[src/rtl/ppg_pkg.sv]
package ppg_pkg;
    typedef enum logic [1:0] {
        ST_IDLE  = 2'd0,
        ST_ARMED = 2'd1,
        ST_RUN   = 2'd2
    } seq_state_e;
endpackage

[src/rtl/ppg_tick_gen.sv]
// Logic-rate enable derived from the fast clock.
module ppg_tick_gen #(
    parameter int RATIO_M1 = 3
) (
    input  logic clk,
    input  logic rst_n,
    output logic tick,
    output logic phase0
);
    localparam int DIVW = (RATIO_M1 > 0) ? $clog2(RATIO_M1 + 1) : 1;

    logic [DIVW-1:0] div_q;

    always_ff @(posedge clk) begin
        if (!rst_n) begin
            div_q <= '0;
        end else if (div_q == DIVW'(RATIO_M1)) begin
            div_q <= '0;
        end else begin
            div_q <= div_q + 1'b1;
        end
    end

    // tick marks the fast cycle that ends a logic period
    assign tick   = (div_q == DIVW'(RATIO_M1));
    // phase0 marks the first fast cycle of a logic period
    assign phase0 = (div_q == '0);
endmodule

[src/rtl/ppg_trig_sync.sv]
// Two-stage synchroniser plus edge detector for the trigger.
module ppg_trig_sync (
    input  logic clk,
    input  logic rst_n,
    input  logic trig_async,
    output logic trig_rise
);
    logic [2:0] sync_q;

    always_ff @(posedge clk) begin
        if (!rst_n) begin
            sync_q <= '0;
        end else begin
            sync_q <= {sync_q[1:0], trig_async};
        end
    end

    assign trig_rise = sync_q[1] & ~sync_q[2];
endmodule

[src/rtl/ppg_bitmem.sv]
// One-bit pattern table: write on tick, registered gated read on tick.
module ppg_bitmem #(
    parameter int ADDR_W = 4
) (
    input  logic              clk,
    input  logic              rst_n,
    input  logic              tick,
    input  logic              we,
    input  logic [ADDR_W-1:0] waddr,
    input  logic              wbit,
    input  logic              ren,
    input  logic [ADDR_W-1:0] raddr,
    output logic              strobe
);
    localparam int DEPTH = 1 << ADDR_W;

    logic [DEPTH-1:0] bits_q;

    always_ff @(posedge clk) begin
        if (!rst_n) begin
            bits_q <= '0;
            strobe <= 1'b0;
        end else if (tick) begin
            if (we) begin
                bits_q[waddr] <= wbit;
            end
            strobe <= ren & bits_q[raddr];
        end
    end
endmodule

[src/rtl/ppg_tap_delay.sv]
// Fast-cycle delay line with a selectable tap (0 = undelayed).
module ppg_tap_delay #(
    parameter int MAXD = 3,
    parameter int SELW = 2
) (
    input  logic            clk,
    input  logic            rst_n,
    input  logic            in_pulse,
    input  logic [SELW-1:0] sel,
    output logic            out_pulse
);
    generate
        if (MAXD == 0) begin : g_bypass
            logic unused_sel;
            assign unused_sel = ^sel;
            assign out_pulse  = in_pulse;
        end else begin : g_line
            logic [MAXD-1:0] line_q;

            always_ff @(posedge clk) begin
                if (!rst_n) begin
                    line_q <= '0;
                end else begin
                    line_q[0] <= in_pulse;
                    for (int i = 1; i < MAXD; i++) begin
                        line_q[i] <= line_q[i-1];
                    end
                end
            end

            always_comb begin
                out_pulse = in_pulse;
                for (int i = 1; i <= MAXD; i++) begin
                    if (int'(sel) == i) begin
                        out_pulse = line_q[i-1];
                    end
                end
                if (int'(sel) > MAXD) begin
                    out_pulse = line_q[MAXD-1];
                end
            end
        end
    endgenerate
endmodule

[src/rtl/pulse_pattern_gen.sv]
module pulse_pattern_gen
    import ppg_pkg::*;
#(
    parameter  int RATIO_M1 = 3,
    parameter  int ADDR_W   = 4,
    localparam int DLY_W    = (RATIO_M1 > 0) ? $clog2(RATIO_M1 + 1) : 1
) (
    input  logic              clk_in,
    input  logic              rst_n,
    input  logic              trig_in,
    input  logic              cfg_we,
    input  logic [ADDR_W-1:0] cfg_addr,
    input  logic              cfg_up_bit,
    input  logic              cfg_dn_bit,
    input  logic [DLY_W-1:0]  up_delay,
    input  logic [DLY_W-1:0]  dn_delay,
    output logic              pulse_out
);
    localparam logic [ADDR_W-1:0] LAST_POS = {ADDR_W{1'b1}};

    logic tick;
    logic phase0;
    logic trig_rise;

    seq_state_e        state_q, state_d;
    logic [ADDR_W-1:0] pos_q, pos_d;

    logic up_stb, dn_stb;
    logic up_fire, dn_fire;
    logic up_late, dn_late;
    logic running;

    ppg_tick_gen #(.RATIO_M1(RATIO_M1)) u_tick (
        .clk    (clk_in),
        .rst_n  (rst_n),
        .tick   (tick),
        .phase0 (phase0)
    );

    ppg_trig_sync u_sync (
        .clk        (clk_in),
        .rst_n      (rst_n),
        .trig_async (trig_in),
        .trig_rise  (trig_rise)
    );

    // Sequencer state register
    always_ff @(posedge clk_in) begin
        if (!rst_n) begin
            state_q <= ST_IDLE;
            pos_q   <= LAST_POS;
        end else begin
            state_q <= state_d;
            pos_q   <= pos_d;
        end
    end

    // Sequencer next-state and counter logic
    always_comb begin
        state_d = state_q;
        pos_d   = pos_q;
        unique case (state_q)
            ST_IDLE: begin
                pos_d = LAST_POS;
                if (trig_rise) begin
                    state_d = ST_ARMED;
                end
            end
            ST_ARMED: begin
                if (tick) begin
                    state_d = ST_RUN;
                    pos_d   = '0;
                end
            end
            ST_RUN: begin
                if (tick) begin
                    if (pos_q == LAST_POS) begin
                        state_d = ST_IDLE;
                    end else begin
                        pos_d = pos_q + 1'b1;
                    end
                end
            end
            default: begin
                state_d = ST_IDLE;
                pos_d   = LAST_POS;
            end
        endcase
    end

    assign running = (state_q == ST_RUN);

    ppg_bitmem #(.ADDR_W(ADDR_W)) u_up_mem (
        .clk    (clk_in),
        .rst_n  (rst_n),
        .tick   (tick),
        .we     (cfg_we),
        .waddr  (cfg_addr),
        .wbit   (cfg_up_bit),
        .ren    (running),
        .raddr  (pos_q),
        .strobe (up_stb)
    );

    ppg_bitmem #(.ADDR_W(ADDR_W)) u_dn_mem (
        .clk    (clk_in),
        .rst_n  (rst_n),
        .tick   (tick),
        .we     (cfg_we),
        .waddr  (cfg_addr),
        .wbit   (cfg_dn_bit),
        .ren    (running),
        .raddr  (pos_q),
        .strobe (dn_stb)
    );

    // Trim each logic-cycle strobe to its first fast cycle
    assign up_fire = up_stb & phase0;
    assign dn_fire = dn_stb & phase0;

    ppg_tap_delay #(.MAXD(RATIO_M1), .SELW(DLY_W)) u_up_dly (
        .clk       (clk_in),
        .rst_n     (rst_n),
        .in_pulse  (up_fire),
        .sel       (up_delay),
        .out_pulse (up_late)
    );

    ppg_tap_delay #(.MAXD(RATIO_M1), .SELW(DLY_W)) u_dn_dly (
        .clk       (clk_in),
        .rst_n     (rst_n),
        .in_pulse  (dn_fire),
        .sel       (dn_delay),
        .out_pulse (dn_late)
    );

    // Output register: clear has priority over set
    always_ff @(posedge clk_in) begin
        if (!rst_n) begin
            pulse_out <= 1'b0;
        end else if (dn_late) begin
            pulse_out <= 1'b0;
        end else if (up_late) begin
            pulse_out <= 1'b1;
        end
    end
endmodule

[config.mk]
export PLATFORM = sky130hd
export DESIGN_NAME = pulse_pattern_gen
export DESIGN_NICKNAME = d
export VERILOG_FILES = /design/src/rtl/ppg_pkg.sv /design/src/rtl/ppg_tick_gen.sv /design/src/rtl/ppg_trig_sync.sv /design/src/rtl/ppg_bitmem.sv /design/src/rtl/ppg_tap_delay.sv /design/src/rtl/pulse_pattern_gen.sv
export SDC_FILE = /design/constraint.sdc
export NUM_CORES = 1
export LEC_CHECK = 0
export ABC_CLOCK_PERIOD_IN_PS = 2600
export BUFFER_PORTS_ARGS = -buffer_cell sky130_fd_sc_hd__buf_4
export CAP_MARGIN = 20
export CORE_AREA = 2 2 81 83
export DETAILED_ROUTE_END_ITERATION = 8
export DIE_AREA = 0 0 83 85
export PLACE_DENSITY_LB_ADDON = 0.15
export SYNTH_ARGS = -nofsm -noshare
export SYNTH_HDL_FRONTEND = slang
export SYNTH_SLANG_ARGS = --single-unit
export TNS_END_PERCENT = 5
[constraint.sdc]
create_clock -name clk_in -period 2.6 [get_ports clk_in]
set_clock_uncertainty 0.05 [all_clocks]
set_input_delay 0.39 -clock clk_in [delete_from_list [all_inputs] [get_ports clk_in]]
set_output_delay 0.39 -clock clk_in [all_outputs]
set_load 0.02 [all_outputs]
==> flow_metrics.env, run 1 <==
export IMPL_status="completed"
export IMPL_worst_slew_margin_rel_pct=60.77
export IMPL_antenna_left=0
export IMPL_critPathMaxFanout=12
export IMPL_grt_max_degree=51
export IMPL_p_leak_nw=1.093
export IMPL_dr_pass1_iters=4
export IMPL_gp_congestion=0.7354
export IMPL_fmax_ghz=0.5066
export IMPL_critPathKind="reg2reg"
export IMPL_rows=29
export IMPL_yosysUniqueCellTypes=36
export IMPL_p_total_mw=1.538
export IMPL_insertion_delay_ns=0.31
export IMPL_finalWorstSetupSlack_ns=0.6262
export IMPL_p_sw_share_pct=22.15
export IMPL_ys_warn_count=0
export IMPL_powerDensity_nw_per_um2=568.9
export IMPL_p_seq_share_pct=53.5
export IMPL_globalRouteTotalUtil_pct=15.82
export IMPL_drv_slew=0
export IMPL_antenna_found_initial=0
export IMPL_first_iter_violations=77
export IMPL_dieWidth_um=83
export IMPL_start_util_pct=39.12
export IMPL_final_nets=273
export IMPL_clock_path_buffers=2
export IMPL_cp_arrival_ns=2.10
export IMPL_grt_pass1_wl_mm=8.949
export IMPL_port_buffers=14
export IMPL_vias_per_cell=5.326
export IMPL_cts_tree="built"
export IMPL_p_int_mw=1.197
export IMPL_num_antenna_cells=0
export IMPL_rsz0062_at_grt="false"
export IMPL_synth_seq_area_share_pct=42.89
export IMPL_layout_commonest_cell="dfxtp_1"
export IMPL_clockRootBuffer="clkbuf_8"
export IMPL_finalSetupViolations=0
export IMPL_p_comb_share_pct=7.1
export IMPL_finalWirelength_mm=5.078
export IMPL_die_y_um=85
export IMPL_finalCritPeriodShare_pct=75.92
export IMPL_critical_path_startpoint="pos_q[0]"
export IMPL_synthArstFlopShare_pct=0
export IMPL_p_sw_uw=340.5
export IMPL_hp_class="in2reg"
export IMPL_wire_per_inst_um=15.20
export IMPL_maxCapViolCount=0
export IMPL_min_from="trig_in"
export IMPL_htreeDepth=2
export IMPL_cts_reportedPaths_clkPinSlew_ns=0.09
export IMPL_r2r_start="pos_q[0]"
export IMPL_synthToLayoutAreaGrowth_pct=11.34
export IMPL_post_cts_setup_buffer_count=0
export IMPL_hold_viol=0
export IMPL_place_inst=326
export IMPL_io_pins=15
export IMPL_critPathLaunchType="register"
export IMPL_cp_end_kind="register"
export IMPL_dp_hpwl_mm=3.403
export IMPL_cts_num_sinks=52
export IMPL_grt_pass1_vias=1752
export IMPL_required_ns=2.72
export IMPL_netlist_area_um2=2427
export IMPL_p_clk_share_pct=39.5
export IMPL_numCtsBuffers=5
export IMPL_cts_resized=0
export IMPL_fin_crit_ns=1.974
export IMPL_layout_common_cells="52 x dfxtp_1, 27 x nand2_1, 20 x a21boi_0"
export IMPL_final_instance_count_excl_fill=334
export IMPL_finalSetupTns_ns=0
export IMPL_tightestPinTransition_ns=0.5877
export IMPL_place_ws_ns=0.6339
export IMPL_synthFlopType="dfxtp_1"
export IMPL_ys_seq_elements=52
export IMPL_synth_enable_flop_cells=0
export IMPL_cts_hold_buf=0
export IMPL_dieArea_um2=7055
export IMPL_synthCells=247
export IMPL_core_area_um2=6205
export IMPL_drcViolationCount=0
export IMPL_vias=1779
export IMPL_grt_ovfl_total=0
export IMPL_layout_drive_gt1_share_pct=13.23
export IMPL_synth_nets=264
export IMPL_avgSynthCellArea_um2=9.827
export IMPL_fillerInstances=608
export IMPL_vdd_drop_max_v=0.0002468
-- flip-flops by register name, indices dropped and copies added, names as in the netlist --
name and flops:
pulse_out 1, u_dn_dly.g_line.line_q 3, state_q 2, u_up_mem.bits_q 16, u_dn_mem.bits_q 16, u_dn_mem.strobe 1
pos_q 4, u_sync.sync_q 3, u_tick.div_q 2, u_up_mem.strobe 1, u_up_dly.g_line.line_q 3
-- metal layers --
| layer | share of wire (%) | global-route usage (%) | vias to the layer above | routed length [µm] |
|---|---|---|---|---|
| li1 | - | - | 901 | - |
| met1 | 51 | 21.27 | 852 | 2588 |
| met2 | 45 | 25.22 | 18 | 2263 |
| met3 | 2.9 | 3.502 | 8 | 145 |
| met4 | 1.6 | 5.663 | 0 | 80 |
| met5 | 0 | 0 | - | 0 |
-- Yosys cell counts, types with 4 or more instances --
cell type | number | share of area [%]
dfxtp_1 | 52 | 43
nand2_1 | 27 | 4.2
a21boi_0 | 20 | 6.2
o21ai_0 | 19 | 3.9
nor2b_1 | 17 | 4.4
mux2i_1 | 16 | 6.6
nor2_1 | 16 | 2.5
and2_1 | 11 | 2.8
clkbuf_1 | 9 | 1.4
mux4_1 | 5 | 5.4
mux4_2 | 5 | 4.6
inv_1 | 4 | 0.62
nand2b_1 | 4 | 1.0
nand3_1 | 4 | 0.82
-- final cells by class --
class                      count  area (µm²)  share of cell area [%]
clock buffer                   7       96.34                   3.565
inverter                       4       15.01                  0.5556
timing repair buffer          15       112.6                   4.167
sequential                    52        1041                   38.52
clock inverter                 1       30.03                   1.111
tap                           77       96.34                   3.565
multi-input combinational    178        1311                   48.52
-- power groups by stage --
| stage | sequential, mW | clock [mW] | combinational, mW |
|---|---|---|---|
| 2_1_floorplan | 0.830 | 0 | 0.0791 |
| 3_3_place_gp | 0.840 | 0 | 0.110 |
| 3_5_place_dp | 0.841 | 0 | 0.110 |
| 4_1_cts | 0.822 | 0.619 | 0.110 |
| 5_1_grt | 0.825 | 0.664 | 0.123 |
| 6_report | 0.822 | 0.607 | 0.108 |
-- path summary, 6_finish.rpt --
check / end / slack (ns) / cells after the start
worst min register to register: u_sync.sync_q[1] / 0.39 / 1
worst max-delay path: pos_q[3] / 0.63 / 5
worst min-delay path: u_sync.sync_q[0] / 0.24 / 2
worst max register to register: pos_q[3] / 0.63 / 5
-- cells by family (layout without fill, tap and decap cells) --
kind of cell	Yosys count	count (layout)	synth area share (%)
AOI/OAI and AO/OA	52	52	14.07
xor gates and xnor gates	1	1	0.3609
adders and majority gates	3	3	1.547
buffers and inverters	17	27	3.092
DFF	52	52	42.89
muxes	26	26	16.65
and+or+nand+nor	96	96	21.39
-- per-stage QoR --
stage | cell area (µm²) | util, % | hold WS (ns)
after floorplan | 2427 | - | 0.3619
after global placement | 2576 | 41.52 | 0.3640
after detailed placement | 2576 | 41.52 | 0.3686
after CTS | 2703 | 43.56 | 0.2397
after global routing | 2703 | 43.56 | 0.2360
final | 2703 | 43.56 | 0.2428
-- worst max-delay path: stages, from the launching register on --
cell and delay (ns):
dfxtp_1 0.70, ha_1 0.29, nand3_1 0.10, o22ai_1 0.42, o21ba_2 0.22, o21ai_0 0.06
Power figures use the tool's default switching activity.
==> run 2, diff against run 1 <==
- ABC_CLOCK_PERIOD_IN_PS: 2600 -> 1700
- clock period: 2.6 -> 1.7 ns (I/O delays scaled with it)
==> run 2 against run 1 <==
  * Hold slack got worse by 0.14 ns
  * Final area up 2.6%
  * Clock-buffer cell count decreased by 1
  * Global-route usage rose by 0.25 points
  * Worst setup slack worse by 0.56 ns
  * Cell count increased by 3.3%
  * Combinational power grew 81%
==> flow_metrics.env, run 2 (synthesized netlist as in run 1, its figures left out) <==
export IMPL_first_iter_violations=86
export IMPL_drcViolationCount=0
export IMPL_synthToLayoutAreaGrowth_pct=14.23
export IMPL_vias_per_cell=5.325
export IMPL_grt_pass1_wl_mm=9.052
export IMPL_powerDensity_nw_per_um2=824.9
export IMPL_finalWirelength_mm=5.233
export IMPL_grt_max_degree=34
export IMPL_port_buffers=14
export IMPL_drv_slew=0
export IMPL_hold_viol=0
export IMPL_cts_num_sinks=52
export IMPL_io_pins=15
export IMPL_p_seq_share_pct=54.5
export IMPL_required_ns=1.85
export IMPL_cp_arrival_ns=1.78
export IMPL_num_antenna_cells=0
export IMPL_htreeDepth=2
export IMPL_fin_crit_ns=1.631
export IMPL_grt_pass1_vias=1785
export IMPL_fin_hold_ws_ns=0.09952
export IMPL_worst_slew_margin_rel_pct=73.07
export IMPL_p_sw_uw=522.0
export IMPL_vias=1837
export IMPL_cts_reportedPaths_clkPinSlew_ns=0.09
export IMPL_p_leak_nw=1.120
export IMPL_dp_hpwl_mm=3.617
export IMPL_final_util_pct=44.69
export IMPL_numCtsBuffers=5
export IMPL_rows=29
export IMPL_clockRootBuffer="clkbuf_8"
export IMPL_place_ws_ns=0.03133
export IMPL_dr_pass1_iters=5
export IMPL_p_int_mw=1.765
export IMPL_core_area_um2=6205
export IMPL_cts_tree="built"
export IMPL_status="completed"
export IMPL_layout_drive_gt1_share_pct=18.28
export IMPL_fmax_ghz=0.6131
export IMPL_p_sw_share_pct=22.82
export IMPL_critPathKind="reg2reg"
export IMPL_layout_commonest_cell="dfxtp_1"
export IMPL_start_util_pct=39.12
export IMPL_finalSetupViolations=0
export IMPL_wire_per_inst_um=15.17
export IMPL_dieArea_um2=7055
export IMPL_hp_class="in2reg"
export IMPL_rsz0062_at_grt="true"
export IMPL_dieWidth_um=83
export IMPL_critPathLaunchType="register"
export IMPL_layout_common_cells="51 x dfxtp_1, 27 x nand2_1, 24 x buf_4"
export IMPL_p_clk_share_pct=36.9
export IMPL_insertion_delay_ns=0.30
export IMPL_vdd_drop_max_v=0.0004250
export IMPL_die_y_um=85
export IMPL_finalCritPeriodShare_pct=95.94
export IMPL_fillerInstances=613
export IMPL_tightestPinTransition_ns=0.4031
export IMPL_antenna_found_initial=0
export IMPL_antenna_left=0
export IMPL_finalWorstSetupSlack_ns=0.06894
export IMPL_p_comb_share_pct=8.6
export IMPL_gp_congestion=0.7258
export IMPL_cp_end_kind="register"
export IMPL_critPathMaxFanout=5
export IMPL_clock_path_buffers=2
export IMPL_grt_ovfl_total=0
export IMPL_final_nets=284
export IMPL_reg_top3="u_dn_mem.bits_q: 16 flops, u_up_mem.bits_q: 16 flops, pos_q: 4 flops"
export IMPL_globalRouteTotalUtil_pct=16.07
export IMPL_maxCapViolCount=0
run 2: changes by cell type in the layout (fill, tap and decap cells not counted):
cell and delta:
clkbuf_8 -2, buf_4 +9, clkinv_2 +1, mux4_1 -2, dfxtp_2 +1, buf_6 +2
dfxtp_1 -1, clkbuf_1 +1, mux4_2 +2, nor2_2 +1, nor2_1 -1, ha_1 -1
ha_2 +1
run 2: per-stage QoR:
step           total power [mW]  setup TNS [ns]  instances  area (µm²)
3_5_place_dp              1.469               0        337        2659
6_report                  2.287               0        345        2773
3_3_place_gp              1.468               0        337        2659
5_1_grt                   2.379       -0.005386        345        2773
4_1_cts                   2.311               0        345        2766
2_1_floorplan             1.391               0        247        2427
run 2: area by class of cell:
| class | count | area, µm² | share of cell area [%] |
|---|---|---|---|
| Timing Repair Buffer | 26 | 202.7 | 7.310 |
| Clock buffer | 6 | 72.57 | 2.617 |
| Sequential cell | 52 | 1042 | 37.59 |
| Clock inverter | 2 | 35.03 | 1.264 |
| Multi-Input combinational cell | 178 | 1309 | 47.20 |
| Inverter | 4 | 15.01 | 0.5415 |
| Tap cell | 77 | 96.34 | 3.475 |
run 2: repair_timing:
| item | in CTS | in global routing |
|---|---|---|
| buffers inserted | 0 | 0 |
| endpoints found under the setup margin | 0 | 6 |
| resized for setup | 0 | 7 |
| hold buffers | 0 | 0 |
run 2: final timing paths:
check / start / to / slack, ns / depth (start not counted)
max: pos_q[0] / u_up_mem.strobe / 0.07 / 5
min: trig_in / u_sync.sync_q[0] / 0.1 / 2
max reg2reg: pos_q[0] / u_up_mem.strobe / 0.07 / 5
min reg2reg: u_sync.sync_q[0] / u_sync.sync_q[1] / 0.39 / 1
run 2: layer usage:
metal,wire (µm),vias to the layer above,part of all wire (%),GRT usage (%)
met5,0,-,0,0
met1,2552,882,49,22.02
met4,94,0,1.8,6.557
li1,-,910,-,-
met2,2303,36,44,25.22
met3,282,9,5.4,2.918
run 2: worst max-delay path: stages, from the launching register on:
cell and delay (ns):
dfxtp_2 0.37, buf_6 0.13, mux4_2 0.49, mux2i_1 0.16, nor4_1 0.07, a211o_1 0.26
run 2: power groups by stage:
stage               Sequential, mW  Clock [mW]  Combinational, mW
detailed placement            1.27           0              0.195
global placement              1.27           0              0.194
CTS                           1.25       0.870              0.196
finish                        1.25       0.844              0.196
floorplan                     1.27           0              0.121
global route                  1.25       0.908              0.221
